<file path="src/rtl/lps_pkg.sv">
package lps_pkg;
  localparam int BYTE_W = 8;
  localparam int MS_W   = 8;
  localparam int STEPS  = 32;
  localparam int IDX_W  = $clog2(STEPS);

  typedef struct packed {
    logic              is_data;
    logic [BYTE_W-1:0] val;
    logic [MS_W-1:0]   wait_ms;
  } step_t;

  typedef enum logic [2:0] {
    S_IDLE, S_RST, S_REC, S_EMIT, S_WAIT, S_DONE
  } seq_state_t;
endpackage

</file>
<file path="src/rtl/lps_rom.sv">
module lps_rom
  import lps_pkg::*;
(
  input  logic [IDX_W-1:0] idx_i,
  output step_t            step_o
);
  function automatic step_t c(input logic [7:0] v, input logic [7:0] w);
    return '{is_data: 1'b0, val: v, wait_ms: w};
  endfunction
  function automatic step_t p(input logic [7:0] v, input logic [7:0] w);
    return '{is_data: 1'b1, val: v, wait_ms: w};
  endfunction

  always_comb begin
    unique case (idx_i)
      5'd0:  step_o = c(8'hC1, 8'd0);
      5'd1:  step_o = p(8'hFF, 8'd0);
      5'd2:  step_o = p(8'h83, 8'd0);
      5'd3:  step_o = p(8'h40, 8'd0);
      5'd4:  step_o = c(8'h11, 8'd150);
      5'd5:  step_o = c(8'hCA, 8'd0);
      5'd6:  step_o = p(8'h70, 8'd0);
      5'd7:  step_o = p(8'h00, 8'd0);
      5'd8:  step_o = p(8'hD9, 8'd0);
      5'd9:  step_o = c(8'hB0, 8'd0);
      5'd10: step_o = p(8'h01, 8'd0);
      5'd11: step_o = p(8'h11, 8'd0);
      5'd12: step_o = c(8'hC9, 8'd0);
      5'd13: step_o = p(8'h90, 8'd0);
      5'd14: step_o = p(8'h49, 8'd0);
      5'd15: step_o = p(8'h10, 8'd0);
      5'd16: step_o = p(8'h28, 8'd0);
      5'd17: step_o = p(8'h28, 8'd0);
      5'd18: step_o = p(8'h10, 8'd0);
      5'd19: step_o = p(8'h00, 8'd0);
      5'd20: step_o = p(8'h06, 8'd20);
      5'd21: step_o = c(8'hB5, 8'd0);
      5'd22: step_o = p(8'h35, 8'd0);
      5'd23: step_o = p(8'h20, 8'd0);
      5'd24: step_o = p(8'h45, 8'd0);
      5'd25: step_o = c(8'hB4, 8'd0);
      5'd26: step_o = p(8'h33, 8'd0);
      5'd27: step_o = p(8'h25, 8'd0);
      5'd28: step_o = p(8'h4C, 8'd10);
      5'd29: step_o = c(8'h3A, 8'd0);
      5'd30: step_o = p(8'h05, 8'd0);
      default: step_o = c(8'h29, 8'd10);
    endcase
  end
endmodule

</file>
<file path="src/rtl/lps_ms_timer.sv">
module lps_ms_timer
  import lps_pkg::*;
#(
  parameter int CYC_PER_MS = 50000
) (
  input  logic            clk_i,
  input  logic            rst_ni,
  input  logic            load_i,
  input  logic [MS_W-1:0] load_ms_i,
  output logic            expired_o
);
  localparam int PRE_W = (CYC_PER_MS > 1) ? $clog2(CYC_PER_MS) : 1;
  localparam logic [PRE_W-1:0] PRE_LAST = PRE_W'(CYC_PER_MS - 1);

  logic [MS_W-1:0]  ms_left;
  logic [PRE_W-1:0] pre;

  always_ff @(posedge clk_i or negedge rst_ni) begin
    if (!rst_ni) begin
      ms_left <= '0;
      pre     <= '0;
    end else if (load_i) begin
      ms_left <= load_ms_i;
      pre     <= '0;
    end else if (ms_left != '0) begin
      if (pre == PRE_LAST) begin
        pre     <= '0;
        ms_left <= ms_left - 1'b1;
      end else begin
        pre <= pre + 1'b1;
      end
    end
  end

  assign expired_o = (ms_left == '0);

  // the prescaler never passes its wrap value
  a_r7_pre_bound: assert property (@(posedge clk_i) disable iff (!rst_ni)
    pre <= PRE_LAST);
  // without a load the remaining time never grows
  a_r7_no_regrow: assert property (@(posedge clk_i) disable iff (!rst_ni)
    !load_i |=> ms_left <= $past(ms_left));
endmodule

</file>
<file path="src/rtl/lcd_pwrup_seq.sv">
module lcd_pwrup_seq
  import lps_pkg::*;
#(
  parameter int CYC_PER_MS = 50000,
  parameter int RST_CYC    = 500,
  parameter int RECOVER_MS = 120
) (
  input  logic              clk_i,
  input  logic              rst_ni,
  input  logic              start_i,
  output logic              lcd_rst_no,
  output logic              m_valid_o,
  input  logic              m_ready_i,
  output logic              m_dc_o,
  output logic [BYTE_W-1:0] m_data_o,
  output logic              done_o
);
  localparam int RC_W = $clog2(RST_CYC + 1);
  localparam logic [RC_W-1:0] RC_LAST = RC_W'(RST_CYC - 1);
  localparam logic [IDX_W-1:0] IDX_LAST = IDX_W'(STEPS - 1);

  seq_state_t       state;
  logic [IDX_W-1:0] idx;
  logic [RC_W-1:0]  rst_cnt;
  logic             fin_r;
  step_t            step;
  logic             hs, tmr_load, tmr_done, rst_end;
  logic [MS_W-1:0]  tmr_ms;

  lps_rom u_rom (.idx_i(idx), .step_o(step));

  lps_ms_timer #(.CYC_PER_MS(CYC_PER_MS)) u_tmr (
    .clk_i(clk_i), .rst_ni(rst_ni), .load_i(tmr_load),
    .load_ms_i(tmr_ms), .expired_o(tmr_done));

  always_comb begin
    hs       = (state == S_EMIT) && m_ready_i;
    rst_end  = (state == S_RST) && (rst_cnt == RC_LAST);
    tmr_load = rst_end || (hs && step.wait_ms != '0);
    tmr_ms   = (state == S_RST) ? MS_W'(RECOVER_MS) : step.wait_ms;
  end

  always_ff @(posedge clk_i or negedge rst_ni) begin
    if (!rst_ni) begin
      state   <= S_IDLE;
      idx     <= '0;
      rst_cnt <= '0;
      fin_r   <= 1'b0;
    end else begin
      unique case (state)
        S_IDLE, S_DONE: if (start_i) begin
          state   <= S_RST;
          rst_cnt <= '0;
          idx     <= '0;
          fin_r   <= 1'b0;
        end
        S_RST: begin
          rst_cnt <= rst_cnt + 1'b1;
          if (rst_end) state <= S_REC;
        end
        S_REC: if (tmr_done) state <= S_EMIT;
        S_EMIT: if (hs) begin
          idx   <= idx + 1'b1;
          fin_r <= (idx == IDX_LAST);
          if (step.wait_ms != '0) state <= S_WAIT;
        end
        S_WAIT: if (tmr_done) state <= fin_r ? S_DONE : S_EMIT;
        default: state <= S_IDLE;
      endcase
    end
  end

  assign m_valid_o  = (state == S_EMIT);
  assign lcd_rst_no = (state != S_RST);
  assign done_o     = (state == S_DONE);
  assign m_dc_o     = step.is_data;
  assign m_data_o   = step.val;

  // a stalled word is held
  a_r5_hold: assert property (@(posedge clk_i) disable iff (!rst_ni)
    m_valid_o && !m_ready_i |=> m_valid_o && $stable(m_data_o) && $stable(m_dc_o));
  // nothing offered while the panel is held in reset
  a_r2_quiet_in_reset: assert property (@(posedge clk_i) disable iff (!rst_ni)
    !lcd_rst_no |-> !m_valid_o);
  // recovery lasts until the timer expires
  a_r3_recover_hold: assert property (@(posedge clk_i) disable iff (!rst_ni)
    state == S_REC && !tmr_done |=> state == S_REC);
  // a pause lasts until the timer expires
  a_r7_wait_hold: assert property (@(posedge clk_i) disable iff (!rst_ni)
    state == S_WAIT && !tmr_done |=> state == S_WAIT);
  // done is sticky without start and silences the stream
  a_r8_done_sticky: assert property (@(posedge clk_i) disable iff (!rst_ni)
    done_o && !start_i |=> done_o && !m_valid_o);
  // start while running does not re-enter reset
  a_r9_ignore_busy: assert property (@(posedge clk_i) disable iff (!rst_ni)
    start_i && lcd_rst_no && !done_o && state != S_IDLE |=> lcd_rst_no);
endmodule

</file>
<file path="config.mk">
export PLATFORM = sky130hd
export DESIGN_NAME = lcd_pwrup_seq
export DESIGN_NICKNAME = d
export VERILOG_FILES = /design/src/rtl/lps_pkg.sv /design/src/rtl/lps_rom.sv /design/src/rtl/lps_ms_timer.sv /design/src/rtl/lcd_pwrup_seq.sv
export SDC_FILE = /design/constraint.sdc
export NUM_CORES = 1
export LEC_CHECK = 0
export ABC_AREA = 1
export BUFFER_PORTS_ARGS = -buffer_cell sky130_fd_sc_hd__clkbuf_2
export CORE_AREA = 2 2 120 122
export DETAILED_ROUTE_END_ITERATION = 8
export DIE_AREA = 0 0 122 124
export SKIP_CTS_REPAIR_TIMING = 1
export SYNTH_ARGS = -nofsm -noshare
export SYNTH_HDL_FRONTEND = slang
export SYNTH_HIERARCHICAL = 1
export SYNTH_SLANG_ARGS = --single-unit
</file>
<file path="constraint.sdc">
create_clock -name clk_i -period 2.5 [get_ports clk_i]
set_clock_uncertainty 0.2 [all_clocks]
set_input_delay 0.125 -clock clk_i [delete_from_list [all_inputs] [get_ports clk_i]]
set_output_delay 0.125 -clock clk_i [all_outputs]
set_load 0.02 [all_outputs]
</file>
==> run summary <==
- 1.951 nW — static power due to leakage
- 13,720 um^2 — floorplan core area
- 0 — antenna violation net count after detailed routing
- 737 — number of standard cells in the layout, taps in and fillers out
- 427.8 MHz — max frequency
- dfrtp_1, nand2_1, nand3_1 — Area contributors post-synth
- flop — element type at the critical path start
- 15 — Port Buffers
- 43 — Site Rows
- 24.73% — initial standard-cell utilization of the core
- 6.563 um^2 — syn_area_per_cell
- 18.99% — layout-stage area growth over the synthesis result
- 0 — final number of max-transition violations
- 0 — DRC violation count after routing
- 42 — synthesized flop and latch total
- 2.47 ns — required time at the worst-slack endpoint
- 4.456 — via/cell ratio
- 6 — Synth Warn #
- 0 — aggregate global routing overflow
- 4 — router iterations before antenna repair
- 3.602 mW — total power consumption of the routed design
- 42 — number of sinks on the clock net
- 5 — number of buffers created by CTS
- 2 — maximum level of the CTS H-tree
- 722 — cell count after placement
- 10.69% — overall track demand over capacity in global routing
- 13,370 um — first-pass GRT wire length
- 30.97% — portion of synthesized cell area occupied by the leading cell type
- 10 — biggest fanout along the worst timing path
- 93.51% — share of the clock period used by the worst path after layout
- 0.28 ns — clock latency on the worst-skew pair
- 517 — synthesized instance count
- 0.06 ns — clock slew seen by the registers of the worst setup and hold paths
- 2 — maximum buffer depth of the clock tree
- 0.01604 ns — worst hold-check slack
- 1054 um^2 — flip-flop and latch area
- 28 — largest net degree at the start of global routing
- 2,922 — via count of the first global-routing pass
- 1,524 — final-layout fill cell count
- 0 — final hold violation count
- built — CTS tree
- 892.2 nW/um^2 — PD cells
- 3393 um^2 — post-synth design cell area
- 10.80 um — post-DR wirelength/cell
- 2.338 ns — Final Critical Period
- 0.4902 mV — IR drop worst, VDD
- reg2reg — type of the worst setup path
- 0 — Final setup viols
- complete, no violations — result of the run
- 0 — number of antenna violations at the first check in global routing
- 16 — I/O pin cnt
- clkbuf_16 — cell chosen for the clock root
- dfrtp_1 — cell type with the largest total area after synthesis
- 0.8337 — global placement routability congestion
- 122 um — Die W
- 124 um — Die Height
- 160 — Iteration-0 DRC Markers
- 100.0% — async set or reset register ratio after synthesis
- 2.30 ns — CP arrival
- 20.83% — share of layout cells above drive strength 1
- 40 — number of library cell types mapped by synthesis
- 0 — number of enable flip-flop cells after synthesis
- dfrtp_1 — top_reg_cell synth
- 0 — Max-Cap Viols
- 0 — # diodes
- 2083 um^2 — Multi-input gate area
- 30.97% — part of the Yosys area used for sequential elements
- nand2_1 — most common cell after layout, fill and taps aside
- 7956 um — post-detailed-routing wire length
- flop — CP endpoint kind
- 572 — number of nets in the final layout
- 5752 um — HPWL after detailed placement
- 15,130 um^2 — Die ar.
- no — RSZ-0062 raised after global routing
- nand2_1, nor2_1, inv_1, nand3_1, dfrtp_1 — most frequent cells in the layout
- 3,284 — total number of vias
- in2reg — type of the tightest min-delay check
[cells in the mapped netlist, types with 3 or more instances]
cell and number:
nand2_1 162, nor2_1 59, inv_1 55, nand3_1 52, dfrtp_1 42, o21ai_0 24, a21oi_1 13, ha_1 12
nand2_2 12, nor2_2 12, inv_2 10, nand4_1 8, nor2_4 6, buf_4 5, nand2_4 4, nand3_2 4
or2_2 4, buf_2 3, o211ai_1 3, o21ai_1 3
[critical path, cell delays in order, from the launching register on]
cell and delay (ns):
dfrtp_2 0.40, inv_1 0.10, ha_4 0.21, or2_4 0.25
o22ai_2 0.11, nor2_1 0.06, nand2_1 0.07, nor2_2 0.05
o21ai_2 0.14, inv_2 0.10, buf_4 0.17, buf_12 0.14
nand3b_1 0.14, o21ai_0 0.09
[kinds of logic after synthesis]
logic type / after synthesis / synth area share, %
simple gates: 331 / 45.32
buf+inv: 78 / 10.07
compound gates: 49 / 8.039
flops: 42 / 30.97
fa+ha+maj: 12 / 4.425
xor+xnor: 3 / 0.7745
other cells: 1 / 0.1105
mux: 1 / 0.2950
[power by group]
part | internal, mW | switching, mW | leakage, nW
Combinational | 0.716 | 1.19 | 1.33
Sequential | 0.852 | 0.205 | 0.552
Clock | 0.370 | 0.272 | 0.0698
Total | 1.94 | 1.66 | 1.95
[through the flow]
step	utilization (%)	instance area, um^2	setup WS (ns)	TNS (ns)
3_5_place_dp	27.52	3776	-0.03438	-0.1384
5_1_grt	29.43	4038	0.001656	0
4_1_cts	28.59	3923	-0.04094	-0.2238
6_report	29.43	4038	0.1622	0
3_3_place_gp	27.52	3776	0.03472	0
2_1_floorplan	-	3406	0.003041	0
[layer usage]
layer  track usage (%)  vias to the layer above  routed length [um]
met5                 0                        -                   0
met4             2.443                        0                  76
met3             1.740                       10                 329
met2             17.32                       69                3620
met1             14.95                     1492                3929
li1                  -                     1713                   -
[layout make-up]
type / instances / share of cell area (%)
Clock buffer: 5 / 3.099
Clock inverter: 3 / 0.5268
Multi-Input combinational cell: 401 / 51.60
Timing Repair Buffer: 41 / 7.065
Inverter: 65 / 6.043
Tap cell: 180 / 5.578
Sequential cell: 42 / 26.09
[registers in the layout, summed over array words and instances (netlist names)]
register	flops
u_tmr/ms_left	8
fin_r	1
rst_cnt	9
idx	5
state	3
u_tmr/pre	16
[final timing paths]
check	from	end	slack, ns	cells after the start
setup / recovery	idx[1]	u_tmr/pre[11]	0.16	13
hold / removal	start_i	rst_cnt[1]	0.02	4
setup reg to reg	idx[1]	u_tmr/pre[11]	0.16	13
hold reg to reg	u_tmr/ms_left[1]	u_tmr/ms_left[1]	0.29	2
max in group asynchronous	rst_ni	idx[1]	1.24	3
min in group asynchronous	rst_ni	u_tmr/ms_left[7]	0.14	2
Power figures use the tool's default switching activity.
